### config.mk
export PLATFORM = sky130hd
export DESIGN_NAME = twi_ptr_target
export DESIGN_NICKNAME = d
export VERILOG_FILES = /design/src/rtl/twi_pkg.sv /design/src/rtl/twi_line_sync.sv /design/src/rtl/twi_target_fsm.sv /design/src/rtl/twi_ptr_target.sv
export SDC_FILE = /design/constraint.sdc
export NUM_CORES = 1
export LEC_CHECK = 0
export BUFFER_PORTS_ARGS = -buffer_cell sky130_fd_sc_hd__buf_2
export CAP_MARGIN = 20
export CORE_AREA = 2 2 110 112
export DETAILED_ROUTE_END_ITERATION = 16
export DIE_AREA = 0 0 112 114
export SLEW_MARGIN = 5
export SYNTH_ARGS = -nofsm -noshare
export SYNTH_HDL_FRONTEND = slang
export SYNTH_SLANG_ARGS = --single-unit
### constraint.sdc
create_clock -name clk -period 3.46 [get_ports clk]
set_input_delay 0.173 -clock clk [delete_from_list [all_inputs] [get_ports clk]]
set_output_delay 0.173 -clock clk [all_outputs]
set_load 0.1 [all_outputs]
### src/rtl/twi_pkg.sv
package twi_pkg;
  localparam int BYTE_W = 8;
  localparam int WORD_W = 2 * BYTE_W;
  localparam int CNT_W  = 4;

  typedef enum logic [2:0] {
    ST_IDLE,
    ST_ADDR,
    ST_PTR,
    ST_WR,
    ST_RD
  } twi_st_e;
endpackage

### src/rtl/twi_line_sync.sv
module twi_line_sync #(
  parameter int STAGES = 2
) (
  input  logic clk,
  input  logic rst,
  input  logic scl_i,
  input  logic sda_i,
  output logic scl_s,
  output logic sda_s,
  output logic scl_rise,
  output logic scl_fall,
  output logic start_det,
  output logic stop_det
);
  logic [STAGES-1:0] scl_pipe;
  logic [STAGES-1:0] sda_pipe;
  logic              scl_q;
  logic              sda_q;

  for (genvar g = 0; g < STAGES; g++) begin : g_stage
    if (g == 0) begin : g_first
      always_ff @(posedge clk) begin
        if (rst) begin
          scl_pipe[0] <= 1'b1;
          sda_pipe[0] <= 1'b1;
        end else begin
          scl_pipe[0] <= scl_i;
          sda_pipe[0] <= sda_i;
        end
      end
    end else begin : g_next
      always_ff @(posedge clk) begin
        if (rst) begin
          scl_pipe[g] <= 1'b1;
          sda_pipe[g] <= 1'b1;
        end else begin
          scl_pipe[g] <= scl_pipe[g-1];
          sda_pipe[g] <= sda_pipe[g-1];
        end
      end
    end
  end

  assign scl_s = scl_pipe[STAGES-1];
  assign sda_s = sda_pipe[STAGES-1];

  always_ff @(posedge clk) begin
    if (rst) begin
      scl_q <= 1'b1;
      sda_q <= 1'b1;
    end else begin
      scl_q <= scl_s;
      sda_q <= sda_s;
    end
  end

  assign scl_rise  = scl_s & ~scl_q;
  assign scl_fall  = ~scl_s & scl_q;
  assign start_det = scl_s & scl_q & sda_q & ~sda_s;
  assign stop_det  = scl_s & scl_q & ~sda_q & sda_s;
endmodule

### src/rtl/twi_target_fsm.sv
module twi_target_fsm
  import twi_pkg::*;
#(
  parameter int                 STRAP_W = 3,
  parameter logic [6-STRAP_W:0] ADDR_HI = 4'b1000
) (
  input  logic               clk,
  input  logic               rst,
  input  logic               sda_s,
  input  logic               scl_rise,
  input  logic               scl_fall,
  input  logic               start_det,
  input  logic               stop_det,
  input  logic [STRAP_W-1:0] strap,
  input  logic [WORD_W-1:0]  rdata,
  output logic               pd,
  output logic [BYTE_W-1:0]  ptr,
  output logic [WORD_W-1:0]  wdata,
  output logic               we,
  output twi_st_e            st
);
  localparam logic [CNT_W-1:0] C_LAST = CNT_W'(BYTE_W);
  localparam logic [CNT_W-1:0] C_ACK  = CNT_W'(BYTE_W + 1);
  localparam logic [CNT_W-1:0] C_MACK = CNT_W'(BYTE_W + 2);

  logic [CNT_W-1:0]  cnt;
  logic [BYTE_W-1:0] sr;
  logic [BYTE_W-1:0] tx;
  logic [BYTE_W-1:0] hi_q;
  logic [BYTE_W-1:0] lo_q;
  logic              rw;
  logic              hi_ok;
  logic              lo_next;
  logic              mack;
  logic [6:0]        dev_addr;

  assign dev_addr = {ADDR_HI, strap};

  always_ff @(posedge clk) begin
    if (rst) begin
      st <= ST_IDLE;  cnt <= '0;    sr <= '0;    tx <= '0;
      hi_q <= '0;     lo_q <= '0;   pd <= 1'b0;  ptr <= '0;
      rw <= 1'b0;     hi_ok <= 1'b0; lo_next <= 1'b0; mack <= 1'b0;
      we <= 1'b0;     wdata <= '0;
    end else begin
      we <= 1'b0;
      if (start_det) begin
        st <= ST_ADDR; cnt <= '0; pd <= 1'b0; hi_ok <= 1'b0;
      end else if (stop_det) begin
        st <= ST_IDLE; cnt <= '0; pd <= 1'b0; hi_ok <= 1'b0;
      end else if (scl_rise) begin
        if (st != ST_IDLE && cnt < C_LAST) begin
          sr  <= {sr[BYTE_W-2:0], sda_s};
          cnt <= cnt + 1'b1;
        end else if (st == ST_RD && cnt == C_ACK) begin
          mack <= ~sda_s;
          cnt  <= C_MACK;
        end
      end else if (scl_fall) begin
        case (st)
          ST_ADDR: begin
            if (cnt == C_LAST) begin
              if (sr[BYTE_W-1:1] == dev_addr) begin
                pd <= 1'b1; rw <= sr[0]; cnt <= C_ACK;
              end else begin
                st <= ST_IDLE;
              end
            end else if (cnt == C_ACK) begin
              cnt <= '0;
              if (rw) begin
                st <= ST_RD; tx <= rdata[WORD_W-1:BYTE_W];
                lo_q <= rdata[BYTE_W-1:0]; lo_next <= 1'b1;
                pd <= ~rdata[WORD_W-1];
              end else begin
                st <= ST_PTR; pd <= 1'b0;
              end
            end
          end
          ST_PTR: begin
            if (cnt == C_LAST) begin
              ptr <= sr; pd <= 1'b1; cnt <= C_ACK;
            end else if (cnt == C_ACK) begin
              pd <= 1'b0; cnt <= '0; st <= ST_WR; hi_ok <= 1'b0;
            end
          end
          ST_WR: begin
            if (cnt == C_LAST) begin
              pd <= 1'b1; cnt <= C_ACK;
              if (!hi_ok) begin
                hi_q <= sr; hi_ok <= 1'b1;
              end else begin
                we <= 1'b1; wdata <= {hi_q, sr}; hi_ok <= 1'b0;
              end
            end else if (cnt == C_ACK) begin
              pd <= 1'b0; cnt <= '0;
            end
          end
          ST_RD: begin
            if (cnt != '0 && cnt < C_LAST) begin
              tx <= {tx[BYTE_W-2:0], 1'b0};
              pd <= ~tx[BYTE_W-2];
            end else if (cnt == C_LAST) begin
              pd <= 1'b0; cnt <= C_ACK;
            end else if (cnt == C_MACK) begin
              cnt <= '0;
              if (!mack) begin
                st <= ST_IDLE;
              end else if (lo_next) begin
                tx <= lo_q; pd <= ~lo_q[BYTE_W-1]; lo_next <= 1'b0;
              end else begin
                tx <= rdata[WORD_W-1:BYTE_W]; lo_q <= rdata[BYTE_W-1:0];
                pd <= ~rdata[WORD_W-1]; lo_next <= 1'b1;
              end
            end
          end
          default: ;
        endcase
      end
    end
  end
endmodule

### src/rtl/twi_ptr_target.sv
module twi_ptr_target
  import twi_pkg::*;
#(
  parameter int                 STRAP_W     = 3,
  parameter logic [6-STRAP_W:0] ADDR_HI     = 4'b1000,
  parameter int                 SYNC_STAGES = 2
) (
  input  logic               clk,
  input  logic               rst,
  input  logic               scl_i,
  input  logic               sda_i,
  input  logic [STRAP_W-1:0] strap_i,
  output logic               sda_pd_o,
  output logic [BYTE_W-1:0]  reg_addr_o,
  output logic [WORD_W-1:0]  reg_wdata_o,
  output logic               reg_we_o,
  input  logic [WORD_W-1:0]  reg_rdata_i
);
  logic    scl_s, sda_s, scl_rise, scl_fall, start_det, stop_det;
  twi_st_e st;

  twi_line_sync #(.STAGES(SYNC_STAGES)) sync_i (
    .clk(clk), .rst(rst), .scl_i(scl_i), .sda_i(sda_i),
    .scl_s(scl_s), .sda_s(sda_s), .scl_rise(scl_rise), .scl_fall(scl_fall),
    .start_det(start_det), .stop_det(stop_det)
  );

  twi_target_fsm #(.STRAP_W(STRAP_W), .ADDR_HI(ADDR_HI)) fsm_i (
    .clk(clk), .rst(rst), .sda_s(sda_s), .scl_rise(scl_rise),
    .scl_fall(scl_fall), .start_det(start_det), .stop_det(stop_det),
    .strap(strap_i), .rdata(reg_rdata_i), .pd(sda_pd_o), .ptr(reg_addr_o),
    .wdata(reg_wdata_o), .we(reg_we_o), .st(st)
  );
endmodule

==> run summary <==
Net Count, Synth: 386
drt pass-1 iters: 4
Final period util: 75.8%
post-synthesis adder-cell area fraction: 2.57%
first-pass GRT wire length: 12,900 microns
Avg WL per Cell: 14.2 microns
initial drt markers: 179
sequential area share after synthesis: 43.5%
TNS Setup: 0 ns
Total GRT Usage: 12.4%
H-tree depth: 3
arrival time at the worst endpoint: 2.81 ns
Pwr per Cell Area: 466 nW/um^2
Final Skew: 0.00480 ns
I/O pin count: 49
xor/xnor share of the synthesized area: 1.03%
filler cell count: 1,200
antenna viol nets, final: 0
share of post-route cells with drive strength above 1: 21.1%
maximum number of pins on one net before global-route repair: 68
worst rel slew slack: 55.8%
slowest cell on the critical path: nand4_1
clock slew at the register clock pins of the worst setup and hold paths: 0.06 ns
Final Critical Period: 2.62 ns
Hold Fails Final Rpt: 0
most frequent cells in the layout: dfxtp_1 (74), nor2_1 (58), mux2i_1 (57)
post-CTS sizing: 0
Hold Buf Count CTS: 0
GP Congestion: 0.838
# setup viols final: 0
core box area: 11,700 sq um
chip height: 114 microns
Worst Tran Pin Value: 0.663 ns
Via density: 4.91
vias after detailed routing: 2,702
Syn Area/Cell: 9.57 sq um
compound-gate portion of the synthesized area: 13.0%
MaxCap Viol Count: 0
post-synthesis cell type count: 54
Worst Path Required: 3.64 ns
DRC viols: 0
outcome: finished, final reports clean
Clock Latency Late Sink: 0.33 ns
total global routing overflow: 0
CTS tree: yes
post-synthesis simple-gate area fraction: 18.0%
Initial Utilization: 29.1%
fmax: 381 MHz
Post-Syn Area: 3410 sq um
vias in the first global route: 2,666
antenna fix cells: 0
Nets: 429
CP Launch Type: flop
EDFF count, synth: 0
Clock Tree Buf Depth: 2
Synth Instances: 356
P_leak: 1.76 nW
num rows: 40
slowest stage delay, CP: 0.47 ns
Critical Path Sink Type: flop
final WL: 7800 microns
post-route cell area: 4080 sq um
Synth warnings: 0
mux cell area share after synthesis: 17.1%
RSZ-0062 raised after global routing: no
worst slack at placement: 0.872 ns
area delta synth->final: 19.7%
Max VDD drop: 298 uV
FF+latch count, synth: 74
Core Util, Final: 34.8%
Hold Path Class: primary input to flop
Setup Crit Path Kind: flop to flop
Synth Flop Type: dfxtp_1
commonest non-fill, non-tap cell in the layout: dfxtp_1
total CTS buffers: 9
Max Slew Vio Count: 0
setup ws final: 0.836 ns
CTS sink count: 74
initial antenna violation count: 0
CP Cell Sequence: inv_1, ha_1, and3b_1, a211oi_2, nand4_1, a221oi_1, a211oi_1
die area: 12,800 sq um
Post-synth ARST share: 0%
largest family of logic cells by synthesized area: simple AND/OR/NAND/NOR gates
width of the die: 112 microns
CP Max Fanout: 12
Setup Buffers After CTS: 0
Root Buffer: clkbuf_16
detailed placement HPWL: 5320 microns
Post-DP Area: 3750 sq um
number of I/O port buffers: 48
flip-flops by register name, summed over array words and instances (netlist names), 3 cells and up:
signal,cells
fsm_i.cnt,4
fsm_i.ptr,8
fsm_i.st,3
fsm_i.sr,8
fsm_i.lo_q,8
fsm_i.hi_q,8
fsm_i.wdata,16
fsm_i.tx,7
logic make-up (layout without fill, tap and decap cells):
logic type | after synthesis | count (layout)
compound gates | 59 | 59
mux | 58 | 58
xor+xnor | 4 | 4
fa+ha+maj | 7 | 7
simple gates | 118 | 118
flops | 74 | 74
buf+inv | 36 | 83
per-layer routing:
metal	vias to the layer above	share of wire, %	GRT usage, %
met5	-	0	0
met4	0	1.5	4.72
met3	11	4.6	3.08
met2	62	48	20.9
met1	1286	46	15.5
li1	1343	-	-
critical path, delay by kind of cell, from the launching register on:
family | cells | cell delay [ns]
AOI/OAI and AO/OA | 3 | 0.84
adders and majority gates | 1 | 0.32
buffers and inverters | 1 | 0.12
DFF | 1 | 0.42
and+or+nand+nor | 2 | 0.78
final timing paths:
check / start / end / slack (ns) / cells after the start
setup / recovery: fsm_i.cnt[0] / fsm_i.tx[5] / 0.84 / 7
hold / removal: sda_i / sync_i.sda_pipe[0] / 0.03 / 2
setup reg to reg: fsm_i.cnt[0] / fsm_i.tx[5] / 0.84 / 7
hold reg to reg: sync_i.scl_pipe[0] / sync_i.scl_s / 0.41 / 1
synthesized netlist by cell type, drive strengths merged, types with 4 or more instances:
cell	n	area, sq um
dfxtp	74	1480
buf	10	66.3
ha	7	87.6
or2	7	43.8
o21ai	7	35.0
nand3b	6	48.8
xor2	4	35.0
a22o	6	52.6
nor2	58	218
nand4	6	43.8
a21oi	9	45.0
clkbuf	10	37.5
a221oi	6	52.6
inv	16	60.1
nor2b	4	25.0
a211oi	9	72.6
a31oi	4	40.0
nand2	12	45.0
mux2i	57	571
power breakdown:
group | internal [mW] | switching, mW
clock | 0.629 | 0.361
sequential | 0.855 | 0.00227
combinational | 0.0199 | 0.0312
total | 1.50 | 0.394
final cells by class:
| type | instances | area, sq um | share of cell area (%) |
|---|---|---|---|
| well taps | 147 | 184 | 4.51 |
| multi-input cells | 246 | 1770 | 43.3 |
| flip-flops and latches | 74 | 1480 | 36.3 |
| inverters | 16 | 60.1 | 1.47 |
| clock inverters | 6 | 90.1 | 2.21 |
| clock buffers | 9 | 225 | 5.52 |
| repair buffers | 52 | 270 | 6.63 |
through the flow:
step	power, mW	hold slack (ns)	cells
global placement	0.925	0.359	534
floorplan	0.905	0.277	356
finish	1.90	0.0255	550
detailed placement	0.926	0.365	534
CTS	1.91	0.0198	549
global route	1.96	0.0261	550
Note: power is estimated with default switching activity, not from simulation.
